[config.mk]
export PLATFORM = sky130hd
export DESIGN_NAME = llpll_front
export DESIGN_NICKNAME = d
export VERILOG_FILES = /design/src/rtl/llpll_pkg.sv /design/src/rtl/llpll_datapath.sv /design/src/rtl/llpll_control.sv /design/src/rtl/llpll_front.sv
export SDC_FILE = /design/constraint.sdc
export NUM_CORES = 1
export LEC_CHECK = 0
export BUFFER_PORTS_ARGS = -buffer_cell sky130_fd_sc_hd__buf_2
export CAP_MARGIN = 40
export CORE_MARGIN = 1
export CORE_UTILIZATION = 58
export DETAILED_ROUTE_END_ITERATION = 8
export PLACE_DENSITY = 0.85
export SETUP_SLACK_MARGIN = 0.5
export SKIP_LAST_GASP = 1
export SYNTH_ARGS = -nofsm -noshare
export SYNTH_HDL_FRONTEND = slang
export SYNTH_HIERARCHICAL = 1
export SYNTH_SLANG_ARGS = --single-unit
[constraint.sdc]
create_clock -name clk -period 3.4 [get_ports clk]
set_input_delay 0.68 -clock clk [delete_from_list [all_inputs] [get_ports clk]]
set_output_delay 0.68 -clock clk [all_outputs]
set_load 0.1 [all_outputs]
[src/rtl/llpll_pkg.sv]
`timescale 1ns/1ps
package llpll_pkg;
  // Strobes that the datapath hands to the loop control each cycle
  typedef struct packed {
    logic refEdge;   // selected reference edge seen
    logic fbEdge;    // feedback divider terminal count
    logic coast;     // pump must be held idle
  } loopStrb_t;
endpackage

[src/rtl/llpll_datapath.sv]
`timescale 1ns/1ps
module llpll_datapath
  import llpll_pkg::*;
#(
  parameter int FB_W   = 12,
  parameter int POST_W = 2
) (
  input  logic              clk,
  input  logic              rst,
  input  logic              hsyncIn,
  input  logic              vsyncIn,
  input  logic [FB_W-1:0]   fbDivIn,
  input  logic [POST_W-1:0] postSel,
  input  logic              hsFallSel,
  input  logic              pumpAlways,
  input  logic              coastHighSel,
  output loopStrb_t         strb,
  output logic              pixEn,
  output logic              fbMark,
  output logic              hsyncOut,
  output logic              vsyncOut
);
  localparam int PC_W    = 1 << POST_W;
  localparam int RATIO_W = FB_W + 1;
  localparam logic [RATIO_W-1:0] RATIO_OFS = RATIO_W'(8);
  localparam logic [RATIO_W-1:0] RATIO_MIN = RATIO_W'(12);

  logic [PC_W-1:0]    postCnt;
  logic [PC_W:0]      postRatio;
  logic               tick;
  logic [RATIO_W-1:0] ratioReq, ratioNext, actRatio, fbCnt;
  logic               fbTerm;
  logic [2:0]         hsSync;
  logic [1:0]         vsSync;

  // Post-divider: one tick per output-clock period
  assign postRatio = (PC_W+1)'(2) << postSel;
  assign tick      = {1'b0, postCnt} >= (postRatio - 1'b1);

  always_ff @(posedge clk) begin
    if (rst)       postCnt <= '0;
    else if (tick) postCnt <= '0;
    else           postCnt <= postCnt + 1'b1;
  end

  // Feedback divider with clamp and terminal-count update
  assign ratioReq  = {1'b0, fbDivIn} + RATIO_OFS;
  assign ratioNext = (ratioReq < RATIO_MIN) ? RATIO_MIN : ratioReq;
  assign fbTerm    = tick && (fbCnt == actRatio - 1'b1);

  always_ff @(posedge clk) begin
    if (rst) begin
      fbCnt    <= '0;
      actRatio <= ratioNext;
      fbMark   <= 1'b0;
    end else begin
      fbMark <= fbTerm;
      if (fbTerm) begin
        fbCnt    <= '0;
        actRatio <= ratioNext;
      end else if (tick) begin
        fbCnt <= fbCnt + 1'b1;
      end
    end
  end

  // Synchronizers and re-timing onto output-clock ticks
  always_ff @(posedge clk) begin
    if (rst) begin
      hsSync   <= '0;
      vsSync   <= '0;
      hsyncOut <= 1'b0;
      vsyncOut <= 1'b0;
    end else begin
      hsSync <= {hsSync[1:0], hsyncIn};
      vsSync <= {vsSync[0], vsyncIn};
      if (tick) begin
        hsyncOut <= hsSync[1];
        vsyncOut <= vsSync[1];
      end
    end
  end

  assign strb.refEdge = hsFallSel ? (hsSync[2] & ~hsSync[1]) : (hsSync[1] & ~hsSync[2]);
  assign strb.fbEdge  = fbTerm;
  assign strb.coast   = ~pumpAlways & (vsSync[1] == coastHighSel);
  assign pixEn        = tick;

  assert_fb_in_range_R1: assert property (@(posedge clk) disable iff (rst)
    fbCnt < actRatio);
  assert_ratio_floor_R3: assert property (@(posedge clk) disable iff (rst)
    actRatio >= RATIO_MIN);
  assert_tick_spacing_R2: assert property (@(posedge clk) disable iff (rst)
    pixEn |=> !pixEn);
  assert_retime_on_tick_R7: assert property (@(posedge clk) disable iff (rst)
    !$stable(hsyncOut) |-> $past(tick));
endmodule

[src/rtl/llpll_control.sv]
`timescale 1ns/1ps
module llpll_control
  import llpll_pkg::*;
#(
  parameter int TOL_W        = 4,
  parameter int LOCK_PERIODS = 16
) (
  input  logic             clk,
  input  logic             rst,
  input  loopStrb_t        strb,
  input  logic [TOL_W-1:0] lockTol,
  output logic             pumpUp,
  output logic             pumpDn,
  output logic             lockStat
);
  localparam int GOOD_W = $clog2(LOCK_PERIODS + 1);
  localparam logic [GOOD_W-1:0] GOOD_MAX  = GOOD_W'(LOCK_PERIODS);
  localparam logic [GOOD_W-1:0] GOOD_LAST = GOOD_W'(LOCK_PERIODS - 1);

  logic             upSet, dnSet, pulse, viol;
  logic [TOL_W-1:0] errRun;
  logic [GOOD_W-1:0] goodCnt;

  assign upSet = pumpUp | strb.refEdge;
  assign dnSet = pumpDn | strb.fbEdge;
  assign pulse = pumpUp | pumpDn;
  assign viol  = pulse && (errRun >= lockTol);

  // Two-flip-flop phase-frequency detector
  always_ff @(posedge clk) begin
    if (rst || strb.coast || (upSet && dnSet)) begin
      pumpUp <= 1'b0;
      pumpDn <= 1'b0;
    end else begin
      pumpUp <= upSet;
      pumpDn <= dnSet;
    end
  end

  // Pulse-width measurement and lock qualification
  always_ff @(posedge clk) begin
    if (rst) begin
      errRun   <= '0;
      goodCnt  <= '0;
      lockStat <= 1'b0;
    end else begin
      if (!pulse)          errRun <= '0;
      else if (errRun != '1) errRun <= errRun + 1'b1;
      if (viol) begin
        goodCnt  <= '0;
        lockStat <= 1'b0;
      end else if (strb.refEdge && !strb.coast) begin
        if (goodCnt < GOOD_MAX)   goodCnt  <= goodCnt + 1'b1;
        if (goodCnt >= GOOD_LAST) lockStat <= 1'b1;
      end
    end
  end

  assert_pump_exclusive_R5: assert property (@(posedge clk) disable iff (rst)
    !(pumpUp && pumpDn));
  assert_coast_quiet_R6: assert property (@(posedge clk) disable iff (rst)
    strb.coast |=> (!pumpUp && !pumpDn));
  assert_lock_on_ref_R8: assert property (@(posedge clk) disable iff (rst)
    $rose(lockStat) |-> $past(strb.refEdge));
  assert_wide_pulse_unlocks_R8: assert property (@(posedge clk) disable iff (rst)
    viol |=> !lockStat);
endmodule

[src/rtl/llpll_front.sv]
`timescale 1ns/1ps
module llpll_front
  import llpll_pkg::*;
#(
  parameter int FB_W         = 12,
  parameter int POST_W       = 2,
  parameter int TOL_W        = 4,
  parameter int LOCK_PERIODS = 16
) (
  input  logic              clk,
  input  logic              rst,
  input  logic              hsyncIn,
  input  logic              vsyncIn,
  input  logic [FB_W-1:0]   fbDivIn,
  input  logic [POST_W-1:0] postSel,
  input  logic              hsFallSel,
  input  logic              pumpAlways,
  input  logic              coastHighSel,
  input  logic [TOL_W-1:0]  lockTol,
  input  logic              lockPinEn,
  output logic              pixEn,
  output logic              fbMark,
  output logic              hsyncOut,
  output logic              vsyncOut,
  output logic              pumpUp,
  output logic              pumpDn,
  output logic              lockStat,
  output logic              lockPin
);
  loopStrb_t strb;

  llpll_datapath #(.FB_W(FB_W), .POST_W(POST_W)) uDp (
    .clk(clk), .rst(rst), .hsyncIn(hsyncIn), .vsyncIn(vsyncIn),
    .fbDivIn(fbDivIn), .postSel(postSel), .hsFallSel(hsFallSel),
    .pumpAlways(pumpAlways), .coastHighSel(coastHighSel), .strb(strb),
    .pixEn(pixEn), .fbMark(fbMark), .hsyncOut(hsyncOut), .vsyncOut(vsyncOut)
  );

  llpll_control #(.TOL_W(TOL_W), .LOCK_PERIODS(LOCK_PERIODS)) uCtl (
    .clk(clk), .rst(rst), .strb(strb), .lockTol(lockTol),
    .pumpUp(pumpUp), .pumpDn(pumpDn), .lockStat(lockStat)
  );

  assign lockPin = lockStat & lockPinEn;

  assert_pin_quiet_R9: assert property (@(posedge clk) disable iff (rst)
    !lockPinEn |-> !lockPin);
endmodule

==> metrics.cfg, run 1 <==
[placement]
io_buffers = 33
postPlaceCellArea_um2 = 3050
hpwl_um = 4130
place_congestion = 0.827
place_inst = 379

[floorplan]
boundaryPins = 34
die_area_um2 = 5150
start_util_pct = 60.2
dieWidth_um = 71.8
core_um2 = 4690
rows = 25
die_h_um = 71.8

[power_and_ir_drop]
p_total_w = 0.00120
p_leak_nw = 1.27
peakVddDrop_mv = 0.185
power_density_nw_per_um2 = 382

[routing]
met1_length_um = 2430
wl_um = 5670
firstDrtPassIters = 4
drt_iter0_drc = 140
via_count = 2281
via_per_inst = 5.89
ant_nets = 0
drc = 0
met2_length_um = 2950
wl_per_cell_um = 14.6
wl_met3_um = 229
dr.max_layer_used = met4

[critical_path]
ff2ff_setup_slack_ns = 0.75
critPathLaunchType = flop
critPathKind = flop to flop
cp_data_arrival_time_ns = 2.65
path_max_fanout = 13
cp.required_ns = 3.40
critPathCaptureType = flop

[run]
drv_cap = 0

[finish]
seq_area_um2 = 1130
final_cells = 387
stdcell_area_um2 = 3140
antenna_cells = 0
fillers = 387
multiInputGateArea_um2 = 1590
layout-drive-gt1-share_pct = 17.7
fin_nets = 373
synthToLayoutAreaGrowth_pct = 11.1

[synthesis]
synthCells = 297
synth_top_area_share_pct = 26.2
yosysWarnings = 6
ys_ff_latch = 50
synth_cell_types = 53
yosysTopAreaCell = dfxtp_1
synthTopCellsByArea = dfxtp_1 26%, edfxtp_1 14%, xor2_1 7.4%
ys.flop_type = dfxtp_1
yosysSeqAreaShare_pct = 40.1
syn_nets = 338
postSynthAreaPerCell_um2 = 9.50
synthArstFlopShare_pct = 0
synth_edf_count = 13
netlist_area_um2 = 2820

[global_route]
grt_usage_pct = 23.2
grt_pass1_vias = 2157
grt_pass1_wl_um = 9340
grt_max_degree = 31
antenna_found_initial = 0
overflow = 0

[timing]
fmax_mhz = 378
timing.final.hold_violations = 0
timing.final.crit_share_pct = 77.9
min_period_ns = 2.65
setup_tns_ns = 0
slew_violations = 0
rsz0062_at_grt = no
finalSetupViolCount = 0
worst_pin_slew_ns = 0.683
maxSlewHeadroom_pct = 54.0
skew_ns = 0.00664
whs_ns = 0.454

[clock_network]
postCtsResizedCells = 0
htree_num_levels = 2
root_buffer = clkbuf_8
clock_sink_count = 50
cts_tree = done
cts_buffers = 5
postCtsSetupBuffers = 0
worst_skew_pair.late_latency_ns = 0.30
cts.path.max_buffers = 2
path_clk_slew_ns = 0.09
ctsHoldBuffers = 0

[outcome]
status = finished clean

[min_path]
hold_path_class = flop to flop

## cell type report
cell class              instances  area share [%]
multi-input cells             223            50.8
well taps                      54            2.15
flip-flops and latches         50            36.1
inverters                      16            1.91
clock inverters                 1           0.199
clock buffers                   7            2.43
repair buffers                 36            6.46
## cells by family (layout without fill, tap and decap cells)
kind of cell	after synthesis	after routing	share of synthesized area, %
compound gates	41	41	9.58
fa+ha+maj	15	15	6.65
buf+inv	24	60	3.59
xor+xnor	40	40	12.4
mux	4	4	1.42
flops	50	50	40.1
simple gates	123	123	26.3
## path summary, 6_finish.rpt
path / start / to / cells past startpoint
max: uDp/actRatio[3] / uDp/actRatio[3] / 6
min: uDp/vsSync[0] / uDp/vsSync[1] / 1
max reg2reg: uDp/actRatio[3] / uDp/actRatio[3] / 6
min reg2reg: uDp/vsSync[0] / uDp/vsSync[1] / 1
## critical path, cell delays in order (launching register included)
cell and delay, ns:
edfxtp_1 0.53, nor4_4 0.44, nand4_1 0.13, a2111oi_0 0.54, o32ai_1 0.27, nor3_4 0.19, or2_4 0.26
## layer usage
| layer | track usage, % | vias up |
|---|---|---|
| li1 | - | 1138 |
| met1 | 27.7 | 1069 |
| met2 | 41.8 | 66 |
| met3 | 3.52 | 8 |
| met4 | 8.71 | 0 |
| met5 | 0 | - |
## synthesized netlist by cell type (2+ instances only)
cell type / number
a31oi_1: 4
nor2b_1: 6
nor3_2: 9
dfxtp_1: 37
inv_1: 16
or2_1: 2
xor2_1: 24
or2_2: 2
o32ai_1: 2
nand3_1: 16
xnor2_1: 16
edfxtp_1: 13
a21oi_1: 10
and3_1: 5
a311oi_1: 2
and4_1: 2
nor4_1: 3
nand3b_1: 2
o21ai_0: 6
nor3b_1: 4
o211ai_1: 3
a211oi_1: 2
nand4_1: 7
nor2_1: 19
nand2b_1: 4
and2_1: 2
nand2_1: 16
clkbuf_1: 6
or3_1: 3
nor3_1: 13
mux2i_1: 4
ha_1: 15
o21ai_1: 2
## power by group
group          internal [W]  switching (W)  total, W  leakage (nW)
Sequential         0.000640      0.0000331  0.000673         0.427
Combinational     0.0000766       0.000113  0.000189         0.802
Clock              0.000147       0.000189  0.000335        0.0428
Total              0.000863       0.000335   0.00120          1.27
## placed cells by master (no fill, tap or decap), drive strengths merged, types with 3 or more instances in the layout
| master | instances |
|---|---|
| mux2i | 4 |
| nand2b | 4 |
| nor4 | 4 |
| nor2 | 19 |
| nor2b | 6 |
| inv | 17 |
| nand3 | 16 |
| clkbuf | 7 |
| edfxtp | 13 |
| dfxtp | 37 |
| nand4 | 7 |
| or3 | 3 |
| a21oi | 10 |
| nor3b | 5 |
| a31oi | 4 |
| and2 | 3 |
| xnor2 | 16 |
| buf | 36 |
| o21ai | 8 |
| nand2 | 16 |
| xor2 | 24 |
| and3 | 5 |
| or2 | 4 |
| ha | 15 |
| nor3 | 23 |
| o211ai | 3 |
## registers in the layout, summed over array words and instances (netlist names)
signal,flops
uDp/fbMark,1
uCtl/goodCnt,5
uDp/postCnt,4
uDp/fbCnt,13
uDp/hsyncOut,1
uDp/vsyncOut,1
uDp/hsSync,3
uCtl/lockStat,1
uCtl/errRun,4
uCtl/pumpUp,1
uDp/vsSync,2
uCtl/pumpDn,1
uDp/actRatio,13
## stage by stage
stage | worst slack, ns | util [%]
after floorplan | 0.668 | -
after global placement | 0.793 | 65.1
final | 0.752 | 66.9
after CTS | 0.801 | 66.9
after global routing | 0.561 | 66.9
after detailed placement | 0.750 | 65.1
(Power assumes the default switching activity.)
==> inputs of run 2 (changes only) <==
- clock period: 3.4 -> 2.7 ns (I/O delays scaled with it)
==> metrics.cfg, run 2 (same netlist as run 1, synthesis figures left out) <==
[outcome]
status = finished clean

[timing]
min_period_ns = 2.43
slew_violations = 0
rsz0062_at_grt = yes
maxSlewHeadroom_pct = 56.9
timing.final.crit_share_pct = 90.1
setup_tns_ns = 0
fmax_mhz = 411
skew_ns = 0.0152
timing.final.hold_violations = 0
finalSetupViolCount = 0
worst_pin_slew_ns = 0.646
setup_slack_ns = 0.267

[routing]
via_count = 2427
wl_per_cell_um = 15.8
drc = 0
wl_um = 6380
drt_iter0_drc = 277
via_per_inst = 6.01
ant_nets = 0
firstDrtPassIters = 7

[placement]
hpwl_um = 4110
io_buffers = 33
dp_slack_ns = 0.282
place_congestion = 0.894

[clock_network]
cts_tree = done
root_buffer = clkbuf_8
ctsHoldBuffers = 0
clock_sink_count = 50
path_clk_slew_ns = 0.10
worst_skew_pair.late_latency_ns = 0.31
cts_buffers = 5
cts.path.max_buffers = 2
htree_num_levels = 2

[floorplan]
start_util_pct = 60.2
rows = 25
die_h_um = 71.8
boundaryPins = 34
die_area_um2 = 5150
dieWidth_um = 71.8
core_um2 = 4690

[critical_path]
r2r-start = uDp/actRatio[4]
worst_path_largest_cell_delay_ns = 0.44
critPathLaunchType = flop
r2r-end = uCtl/pumpDn
reg2reg_depth = 9
cp_data_arrival_time_ns = 2.68
cp.required_ns = 2.95
critPathKind = flop to flop
path_max_fanout = 8
crit_chain = nor4_4, nand4_1, a2111oi_4, o32ai_2, nor3_4, buf_6, buf_8, o21ai_1, nor2_1
cp_slowest_cell = edfxtp_1
critPathCaptureType = flop
ff2ff_setup_slack_ns = 0.27

[min_path]
hold_depth = 2
min_from = vsyncIn
min_to = uDp/vsSync[0]
hold_path_class = input port to flop

[global_route]
grt_pass1_wl_um = 9900
overflow = 0
grt_usage_pct = 24.5
antenna_found_initial = 0
grt_pass1_vias = 2221
grt_max_degree = 32

[finish]
synthToLayoutAreaGrowth_pct = 22.6
top_regs = uDp/actRatio x13, uDp/fbCnt x13, uCtl/goodCnt x5
antenna_cells = 0
fillers = 314
final_cell_mix = 37 x dfxtp_1, 32 x buf_2, 24 x xor2_1
final_common_cell = dfxtp_1
multiInputGateArea_um2 = 1730
fin_nets = 390
layout-drive-gt1-share_pct = 27.1
seq_area_um2 = 1130

[power_and_ir_drop]
peakVddDrop_mv = 0.336
power_density_nw_per_um2 = 490
p_leak_nw = 1.39

[run]
drv_cap = 0

run 2: how the worst max path moves through the flow:
| stage | from | end | depth (start not counted) |
|---|---|---|---|
| 2_1_floorplan | uDp/actRatio[6] | uDp/actRatio[0] | 6 |
| 3_3_place_gp | postSel[1] | uDp/actRatio[12] | 9 |
| 3_5_place_dp | uDp/actRatio[6] | uDp/actRatio[11] | 6 |
| 4_1_cts | uDp/actRatio[3] | uCtl/pumpDn | 9 |
| 5_1_grt | uDp/actRatio[4] | uCtl/pumpDn | 9 |
| 6_report | uDp/actRatio[4] | uCtl/pumpDn | 9 |
run 2: per-stage QoR:
stage               area [um2]  cells  hold WS, ns  utilization [%]  power, W
finish                    3460    404        0.435             73.7   0.00170
global route              3460    404        0.463             73.7   0.00177
CTS                       3420    401        0.429             72.8   0.00169
detailed placement        3140    378        0.431             66.9   0.00112
global placement          3140    378        0.421             66.9   0.00111
floorplan                 2920    297        0.414                -   0.00105
run 2: repair_timing:
| action | in CTS | in global routing |
|---|---|---|
| gates resized for setup | 11 | 4 |
| setup buffers | 13 | 3 |
| gates cloned | 2 | 0 |
| hold endpoints to repair | 0 | 0 |
| pin swaps | 8 | 5 |
| setup endpoints to repair | 29 | 30 |
run 2: layout make-up:
cell class	count	share of cell area (%)
timing repair buffer	52	10.1
clock inverter	3	1.37
clock buffer	5	1.99
sequential	50	32.7
multi-input combinational	224	50.1
inverter	16	1.74
tap	54	1.95
run 2: metal layers:
layer	vias up	wire (um)	global-route usage [%]
li1	1172	-	-
met4	0	119	8.28
met3	12	339	4.92
met5	-	0	0
met2	88	3250	41.9
met1	1155	2680	30.8
run 2: critical path: cells and delay by family (launching register included):
| kind | cells | cell delay (ns) |
|---|---|---|
| AND/OR/NAND/NOR | 4 | 1.06 |
| AO/OA/AOI/OAI | 3 | 0.61 |
| flip-flops | 1 | 0.44 |
| buffers and inverters | 2 | 0.28 |
run 2: power by group:
part | switching (W) | internal (W) | total, W
registers | 0.0000416 | 0.000806 | 0.000848
clock network | 0.000261 | 0.000281 | 0.000542
logic | 0.000170 | 0.000136 | 0.000306
total | 0.000474 | 0.00122 | 0.00170
